[src/rtl/rra_pkg.sv]
`timescale 1ns/1ps
package rra_pkg;
  function automatic int ceil_div(input int num, input int den);
    return (num + den - 1) / den;
  endfunction

  function automatic int min_int(input int a, input int b);
    return (a < b) ? a : b;
  endfunction
endpackage

[src/rtl/rra_rst_sync.sv]
`timescale 1ns/1ps
module rra_rst_sync (
  input  logic clk,
  input  logic rst_n,
  output logic srst_n
);
  logic meta_q;

  always_ff @(posedge clk or negedge rst_n) begin
    if (!rst_n) begin
      meta_q <= 1'b0;
      srst_n <= 1'b0;
    end else begin
      meta_q <= 1'b1;
      srst_n <= meta_q;
    end
  end
endmodule

[src/rtl/rra_steer.sv]
`timescale 1ns/1ps
module rra_steer #(
  parameter int W   = 6,
  parameter int PER = 16,
  parameter int BW  = 2
) (
  input  logic [W-1:0]  val,
  output logic [BW-1:0] bank
);
  logic [31:0] quo;

  always_comb begin
    quo  = 32'(val) / 32'(PER);
    bank = BW'(quo);
  end
endmodule

[src/rtl/rra_free_fifo.sv]
`timescale 1ns/1ps
module rra_free_fifo #(
  parameter int DEPTH = 64,
  parameter int TW    = 8,
  parameter int BASE  = 16,
  parameter int INIT  = 48,
  parameter int CW    = $clog2(DEPTH + 1)
) (
  input  logic          clk,
  input  logic          rst_n,
  input  logic          push,
  input  logic [TW-1:0] push_tag,
  input  logic          pop,
  output logic [TW-1:0] head_tag,
  output logic          empty,
  output logic          full,
  output logic [CW-1:0] count
);
  localparam int DW = (DEPTH > 1) ? $clog2(DEPTH) : 1;

  logic [TW-1:0] mem [DEPTH];
  logic [DW-1:0] head_q, head_d, tail_q, tail_d;
  logic [CW-1:0] cnt_q, cnt_d;

  function automatic logic [DW-1:0] step_ptr(input logic [DW-1:0] p);
    return (p == DW'(DEPTH - 1)) ? '0 : p + DW'(1);
  endfunction

  always_comb begin
    head_d = pop  ? step_ptr(head_q) : head_q;
    tail_d = push ? step_ptr(tail_q) : tail_q;
    cnt_d  = cnt_q + CW'(push) - CW'(pop);
  end

  always_ff @(posedge clk or negedge rst_n) begin
    if (!rst_n) begin
      head_q <= '0;
      tail_q <= DW'(INIT % DEPTH);
      cnt_q  <= CW'(INIT);
    end else begin
      head_q <= head_d;
      tail_q <= tail_d;
      cnt_q  <= cnt_d;
    end
  end

  always_ff @(posedge clk or negedge rst_n) begin
    if (!rst_n) begin
      for (int i = 0; i < DEPTH; i++)
        mem[i] <= (i < INIT) ? TW'(BASE + i) : '0;
    end else if (push) begin
      mem[tail_q] <= push_tag;
    end
  end

  assign head_tag = mem[head_q];
  assign empty    = (cnt_q == '0);
  assign full     = (cnt_q == CW'(DEPTH));
  assign count    = cnt_q;


  no_underflow_chk: assert property (@(posedge clk) disable iff (!rst_n)
    pop |-> cnt_q != '0);

  no_overflow_chk: assert property (@(posedge clk) disable iff (!rst_n)
    (push && !pop) |-> cnt_q != CW'(DEPTH));

  cnt_bound_chk: assert property (@(posedge clk) disable iff (!rst_n)
    cnt_q <= CW'(DEPTH));
endmodule

[src/rtl/rra_bank.sv]
`timescale 1ns/1ps
module rra_bank #(
  parameter int DEPTH = 64,
  parameter int TW    = 8,
  parameter int LPB   = 16,
  parameter int IW    = 4,
  parameter int CW    = 7,
  parameter int BASE  = 0,
  parameter int BSZ   = 64,
  parameter int NMAP  = 16
) (
  input  logic                    clk,
  input  logic                    rst_n,
  input  logic                    pop,
  input  logic                    push,
  input  logic [TW-1:0]           push_tag,
  output logic [TW-1:0]           head_tag,
  output logic                    empty,
  output logic                    full,
  output logic [CW-1:0]           count,
  input  logic [IW-1:0]           map_idx,
  output logic [LPB-1:0][TW-1:0]  map_q
);
  logic [LPB-1:0][TW-1:0] map_d;

  rra_free_fifo #(
    .DEPTH (DEPTH),
    .TW    (TW),
    .BASE  (BASE + NMAP),
    .INIT  (BSZ - NMAP),
    .CW    (CW)
  ) u_fifo (
    .clk      (clk),
    .rst_n    (rst_n),
    .push     (push),
    .push_tag (push_tag),
    .pop      (pop),
    .head_tag (head_tag),
    .empty    (empty),
    .full     (full),
    .count    (count)
  );

  always_comb begin
    map_d = map_q;
    if (pop) map_d[map_idx] = head_tag;
  end

  always_ff @(posedge clk or negedge rst_n) begin
    if (!rst_n) begin
      for (int i = 0; i < LPB; i++)
        map_q[i] <= (i < NMAP) ? TW'(BASE + i) : '0;
    end else if (pop) begin
      map_q <= map_d;
    end
  end
endmodule

[src/rtl/rra_banked_alloc.sv]
`timescale 1ns/1ps
module rra_banked_alloc #(
  parameter int NUM_PHYS  = 256,
  parameter int NUM_LOG   = 64,
  parameter int NUM_BANKS = 4,
  parameter int NUM_SRC   = 2,
  localparam int TW  = $clog2(NUM_PHYS),
  localparam int LW  = $clog2(NUM_LOG),
  localparam int BW  = $clog2(NUM_BANKS),
  localparam int PPB = rra_pkg::ceil_div(NUM_PHYS, NUM_BANKS),
  localparam int LPB = rra_pkg::ceil_div(NUM_LOG, NUM_BANKS),
  localparam int CW  = $clog2(PPB + 1),
  localparam int IW  = (LPB > 1) ? $clog2(LPB) : 1
) (
  input  logic                      clk,
  input  logic                      rst_n,
  input  logic                      alloc_valid,
  input  logic [LW-1:0]             alloc_lreg,
  output logic                      alloc_grant,
  output logic [TW-1:0]             alloc_tag,
  output logic [TW-1:0]             alloc_prev_tag,
  input  logic                      rel_valid,
  input  logic [TW-1:0]             rel_tag,
  input  logic [NUM_SRC*LW-1:0]     src_lreg,
  output logic [NUM_SRC*TW-1:0]     src_tag,
  output logic [NUM_BANKS-1:0]      bank_empty,
  output logic [NUM_BANKS*CW-1:0]   bank_count,
  output logic [NUM_BANKS-1:0]      bank_stall
);
  logic                    srst_n;
  logic [BW-1:0]           alloc_bank, rel_bank;
  logic [IW-1:0]           alloc_off;
  logic [NUM_BANKS-1:0]    pop_v, push_v, full_v, empty_v;
  logic [TW-1:0]           head_v [NUM_BANKS];
  logic [LPB-1:0][TW-1:0]  map_v  [NUM_BANKS];
  logic [CW-1:0]           cnt_v  [NUM_BANKS];

  rra_rst_sync u_rst (.clk(clk), .rst_n(rst_n), .srst_n(srst_n));

  rra_steer #(.W(LW), .PER(LPB), .BW(BW)) u_dst_steer (
    .val (alloc_lreg), .bank (alloc_bank));
  rra_steer #(.W(TW), .PER(PPB), .BW(BW)) u_rel_steer (
    .val (rel_tag), .bank (rel_bank));

  assign alloc_off = IW'(32'(alloc_lreg) - 32'(alloc_bank) * 32'(LPB));

  always_comb begin
    alloc_grant    = alloc_valid && !empty_v[alloc_bank];
    alloc_tag      = alloc_grant ? head_v[alloc_bank] : '0;
    alloc_prev_tag = map_v[alloc_bank][alloc_off];
  end

  for (genvar b = 0; b < NUM_BANKS; b++) begin : g_bank
    localparam int BASE = b * PPB;
    localparam int BSZ  = rra_pkg::min_int(PPB, NUM_PHYS - BASE);
    localparam int NMAP = rra_pkg::min_int(LPB, NUM_LOG - b * LPB);

    always_comb begin
      pop_v[b]      = alloc_grant && (alloc_bank == BW'(b));
      push_v[b]     = rel_valid && (rel_bank == BW'(b)) && (!full_v[b] || pop_v[b]);
      bank_stall[b] = alloc_valid && (alloc_bank == BW'(b)) && empty_v[b];
    end

    rra_bank #(
      .DEPTH (PPB), .TW (TW), .LPB (LPB), .IW (IW), .CW (CW),
      .BASE  (BASE), .BSZ (BSZ), .NMAP (NMAP)
    ) u_bank (
      .clk      (clk),
      .rst_n    (srst_n),
      .pop      (pop_v[b]),
      .push     (push_v[b]),
      .push_tag (rel_tag),
      .head_tag (head_v[b]),
      .empty    (empty_v[b]),
      .full     (full_v[b]),
      .count    (cnt_v[b]),
      .map_idx  (alloc_off),
      .map_q    (map_v[b])
    );

    assign bank_count[b*CW +: CW] = cnt_v[b];
    assign bank_empty[b]          = empty_v[b];
  end

  for (genvar s = 0; s < NUM_SRC; s++) begin : g_src
    logic [BW-1:0] sbank;
    logic [IW-1:0] soff;
    rra_steer #(.W(LW), .PER(LPB), .BW(BW)) u_src_steer (
      .val (src_lreg[s*LW +: LW]), .bank (sbank));
    always_comb begin
      soff = IW'(32'(src_lreg[s*LW +: LW]) - 32'(sbank) * 32'(LPB));
      src_tag[s*TW +: TW] = map_v[sbank][soff];
    end
  end


  tag_in_bank_chk: assert property (@(posedge clk) disable iff (!srst_n)
    alloc_grant |-> (32'(alloc_tag) / 32'(PPB)) == 32'(alloc_bank));

  single_pop_chk: assert property (@(posedge clk) disable iff (!srst_n)
    $countones(pop_v) == (alloc_grant ? 1 : 0));

  stall_onehot_chk: assert property (@(posedge clk) disable iff (!srst_n)
    $onehot0(bank_stall));

  stall_excl_chk: assert property (@(posedge clk) disable iff (!srst_n)
    (|bank_stall) |-> !alloc_grant);

  map_write_chk: assert property (@(posedge clk) disable iff (!srst_n)
    alloc_grant |=> map_v[$past(alloc_bank)][$past(alloc_off)] == $past(alloc_tag));
endmodule

[config.mk]
export PLATFORM = sky130hd
export DESIGN_NAME = rra_banked_alloc
export DESIGN_NICKNAME = d
export VERILOG_FILES = /design/src/rtl/rra_pkg.sv /design/src/rtl/rra_rst_sync.sv /design/src/rtl/rra_steer.sv /design/src/rtl/rra_free_fifo.sv /design/src/rtl/rra_bank.sv /design/src/rtl/rra_banked_alloc.sv
export SDC_FILE = /design/constraint.sdc
export NUM_CORES = 2
export LEC_CHECK = 0
export BUFFER_PORTS_ARGS = -buffer_cell sky130_fd_sc_hd__buf_2
export CORE_MARGIN = 3
export CORE_UTILIZATION = 44
export CTS_BUF_LIST = sky130_fd_sc_hd__clkbuf_8
export DETAILED_ROUTE_END_ITERATION = 6
export PLACE_DENSITY_LB_ADDON = 0.2
export SLEW_MARGIN = 20
export SYNTH_ARGS = -nofsm -noshare
export SYNTH_HDL_FRONTEND = slang
export SYNTH_SLANG_ARGS = --single-unit
[constraint.sdc]
create_clock -name clk -period 84.4 [get_ports clk]
set_input_delay 8.44 -clock clk [delete_from_list [all_inputs] [get_ports clk]]
set_output_delay 8.44 -clock clk [all_outputs]
set_load 0.1 [all_outputs]
==> impl_metrics.env <==
export IMPL_min_path_type="reg -> reg"
export IMPL_vias_per_cell=6.01
export IMPL_cts_buffers=445
export IMPL_fin_nets=8920
export IMPL_antenna_found_initial=18
export IMPL_dr_pass1_iters=6
export IMPL_worst_ep_arrival_time_ps=12760
export IMPL_p_leak_uw=0.0621
export IMPL_rsz0062_at_grt="false"
export IMPL_die_width_um=544
export IMPL_fmax_ghz=0.0472
export IMPL_synthCells=8797
export IMPL_drive_gt1_frac=0.516
export IMPL_synth_top_family_by_area="multiplexers"
export IMPL_yosysTopAreaCell="dfrtp_1"
export IMPL_max_slew_margin=0.168
export IMPL_ir_drop_v=0.0000256
export IMPL_max_cap_violations=0
export IMPL_synthMostInstantiatedCell="dfrtp_1"
export IMPL_hold_buffers=0
export IMPL_status="finished clean"
export IMPL_cpMaxStageDelayCell="buf_4"
export IMPL_critPathRequiredTime_ps=75960
export IMPL_io_pins=99
export IMPL_cts_setup_buffers=0
export IMPL_clk_latency_ps=1100
export IMPL_yosys_area_share_adder=0.00495
export IMPL_yosys_most_used_dff="dfrtp_1"
export IMPL_routedWlPerCell_um=28.7
export IMPL_synth_simple_area_share=0.0712
export IMPL_syn_avg_cell_area_um2=14.5
export IMPL_num_rows=196
export IMPL_synth_nets=8875
export IMPL_synth_edf_count=0
export IMPL_post_cts_resize_count=0
export IMPL_area_growth_pct=10.5
export IMPL_grt_use_total=0.253
export IMPL_p_total_uw=3990
export IMPL_fin_cells=13000
export IMPL_grt_max_degree=183
export IMPL_synth_xor_area_frac=0.00275
export IMPL_grt_overflow_total=0
export IMPL_critPathBufInv=5
export IMPL_critical_path_max_stage_delay_ps=780
export IMPL_dp_hpwl_mm=246
export IMPL_initial_utilization=0.445
export IMPL_die_area_um2=296000
export IMPL_dieHeight_um=544
export IMPL_timing_final_crit_share=0.251
export IMPL_synth_common_cells="dfrtp_1 (1598), mux2_2 (1546), dfstp_2 (1040), mux4_2 (1003), nand2_1 (774)"
export IMPL_finClkSkew_ps=84.2
export IMPL_wl_mm=374
export IMPL_seq_area_frac_synth=0.528
export IMPL_cp_max_fo=61
export IMPL_critPathKind="in -> out"
export IMPL_path_delay_family="buffers and inverters"
export IMPL_dp_cells=12200
export IMPL_synth_compound_area_frac=0.0411
export IMPL_setup_viol=0
export IMPL_finalCriticalPeriod_ps=21200
export IMPL_detail_route_antenna_nets=0
export IMPL_cts_clk_slew_worst_paths_ps=60
export IMPL_syn_area_um2=127000
export IMPL_power_density_nw_per_um2=28.3
export IMPL_clk_path_buf_depth=4
export IMPL_yosys_warnings=0
export IMPL_h_tree_depth=5
export IMPL_cts_tree="done"
export IMPL_start_kind="input pin"
export IMPL_portBuffers=98
export IMPL_root_buffer="clkbuf_8"
export IMPL_drc=0
export IMPL_fin_tns_setup_ps=0
export IMPL_synth_area_leaders="dfrtp_1 (31%), dfstp_2 (21%), mux4_2 (18%), mux2_2 (14%), nand2_1 (2.3%)"
export IMPL_fillers=24400
export IMPL_muxShareOfSynthArea=0.328
export IMPL_grt_pass1_wl_mm=559
export IMPL_globalplace_congestion=0.957
export IMPL_crit_chain="buf_8, buf_4, buf_4, mux4_2, mux4_2, inv_1, o22ai_1, o21ai_0, nand3_1, buf_2"
export IMPL_hold_slack_ps=350
export IMPL_hold_viol=0
export IMPL_endpoint_kind="primary output"
export IMPL_synth_cell_types=83
export IMPL_coreArea_um2=287000
export IMPL_synth_seq_cells=2638
export IMPL_worst_slew_pin_slew_ps=1240
export IMPL_vias=78300
export IMPL_drt_iter0_drc=6985
export IMPL_grt_pass1_vias=82000
export IMPL_final_max_slew_viol_count=0
export IMPL_cts_sinks=2638
export IMPL_synth_top_area_share=0.314
export IMPL_async_flop_share=1.00
[where the power goes]
| part | switching [uW] | internal, uW | total, uW | leakage [uW] |
|---|---|---|---|---|
| Sequential | 205 | 1470 | 1670 | 0.0327 |
| Clock | 541 | 640 | 1180 | 0.00556 |
| Combinational | 718 | 414 | 1130 | 0.0238 |
| Total | 1470 | 2520 | 3990 | 0.0621 |
[flip-flops by register name, indices dropped and copies added, names as in the netlist]
| name | count |
|---|---|
| g_bank.u_bank.u_fifo.count | 28 |
| u_rst.srst_n | 1 |
| g_bank.u_bank.u_fifo.head_q | 24 |
| g_bank.u_bank.u_fifo.mem | 2048 |
| g_bank.u_bank.map_q | 512 |
| u_rst.meta_q | 1 |
| g_bank.u_bank.u_fifo.tail_q | 24 |
[metal layers]
layer / track usage / up-vias / routed length [um]
met5: 0 / - / 28
met4: 0.110 / 4 / 18300
met3: 0.0492 / 833 / 24900
met2: 0.399 / 2910 / 176000
met1: 0.341 / 41800 / 155000
li1: - / 32800 / -
[placed cells by master, fill, tap and decap left out, drive strengths merged, types with 13 or more instances in the layout]
| cell type | netlist | routed |
|---|---|---|
| xnor2 | 30 | 30 |
| mux4 | 1003 | 1003 |
| nor3 | 33 | 33 |
| nor3b | 13 | 13 |
| nand3 | 25 | 25 |
| nor2 | 118 | 118 |
| nand2 | 910 | 910 |
| clkbuf | 429 | 571 |
| a22oi | 65 | 65 |
| dfstp | 1040 | 1040 |
| mux2i | 146 | 146 |
| clkinv | 3 | 52 |
| or2 | 38 | 38 |
| o21ai | 565 | 565 |
| buf | 221 | 247 |
| nand2b | 252 | 252 |
| nand4 | 28 | 28 |
| and2 | 202 | 202 |
| nor2b | 104 | 104 |
| mux2 | 1576 | 1576 |
| inv | 60 | 266 |
| diode | 0 | 20 |
| a32oi | 17 | 17 |
| a221oi | 30 | 30 |
| ha | 44 | 44 |
| a21oi | 39 | 39 |
| dfrtp | 1598 | 1598 |
| o22ai | 16 | 16 |
[final cells by class]
cell class | instances | area (um2) | share of cell area
Clock inverter | 272 | 1570 | 0.0112
Inverter | 63 | 236 | 0.00168
Clock buffer | 570 | 7850 | 0.0557
Antenna cell | 20 | 50.0 | 0.000355
Sequential cell | 2638 | 67300 | 0.478
Multi-Input combinational cell | 5446 | 57200 | 0.406
Timing Repair Buffer | 248 | 1900 | 0.0135
Tap cell | 3762 | 4710 | 0.0334
[kinds of logic after synthesis]
kind of cell / Yosys count
multiplexers: 2725
flip-flops: 2638
AND/OR/NAND/NOR: 1768
AO/OA/AOI/OAI: 864
buffers and inverters: 713
adder cells (fa/ha/maj): 48
XOR/XNOR: 40
other: 1
[worst paths after layout]
| check | startpoint | to | slack, ps | cells after the start |
|---|---|---|---|---|
| worst min register to register | u_rst.meta_q$_DFF_PN0_ | u_rst.srst_n$_DFF_PN0_ | 350 | 0 |
| worst min-delay path | u_rst.meta_q$_DFF_PN0_ | u_rst.srst_n$_DFF_PN0_ | 350 | 0 |
| max in group asynchronous | rst_n | u_rst.srst_n$_DFF_PN0_ | 77150 | 1 |
| worst max register to register | u_rst.srst_n$_DFF_PN0_ | g_bank[0].u_bank.u_fifo.mem[506]$_DFFE_PN0P_ | 78100 | 6 |
| min in group asynchronous | u_rst.srst_n$_DFF_PN0_ | g_bank[3].u_bank.map_q[85]$_DFFE_PN0P_ | 470 | 0 |
| worst max-delay path | alloc_lreg[4] | alloc_prev_tag[7] | 63200 | 10 |
[through the flow]
step	utilization	setup slack (ps)	cell area, um2
after floorplan	-	7240	127000
after global placement	0.458	63290	131000
after detailed placement	0.458	63200	131000
after CTS	0.491	63190	141000
after global routing	0.491	62870	141000
final	0.491	63200	141000
[worst reg2reg max path, cell delays in order, from the launching register on]
cell and delay [ps]:
dfrtp_4 970, buf_4 970, buf_4 870, buf_4 890, buf_12 680, buf_12 790
buf_4 1070
(Power assumes the default switching activity.)
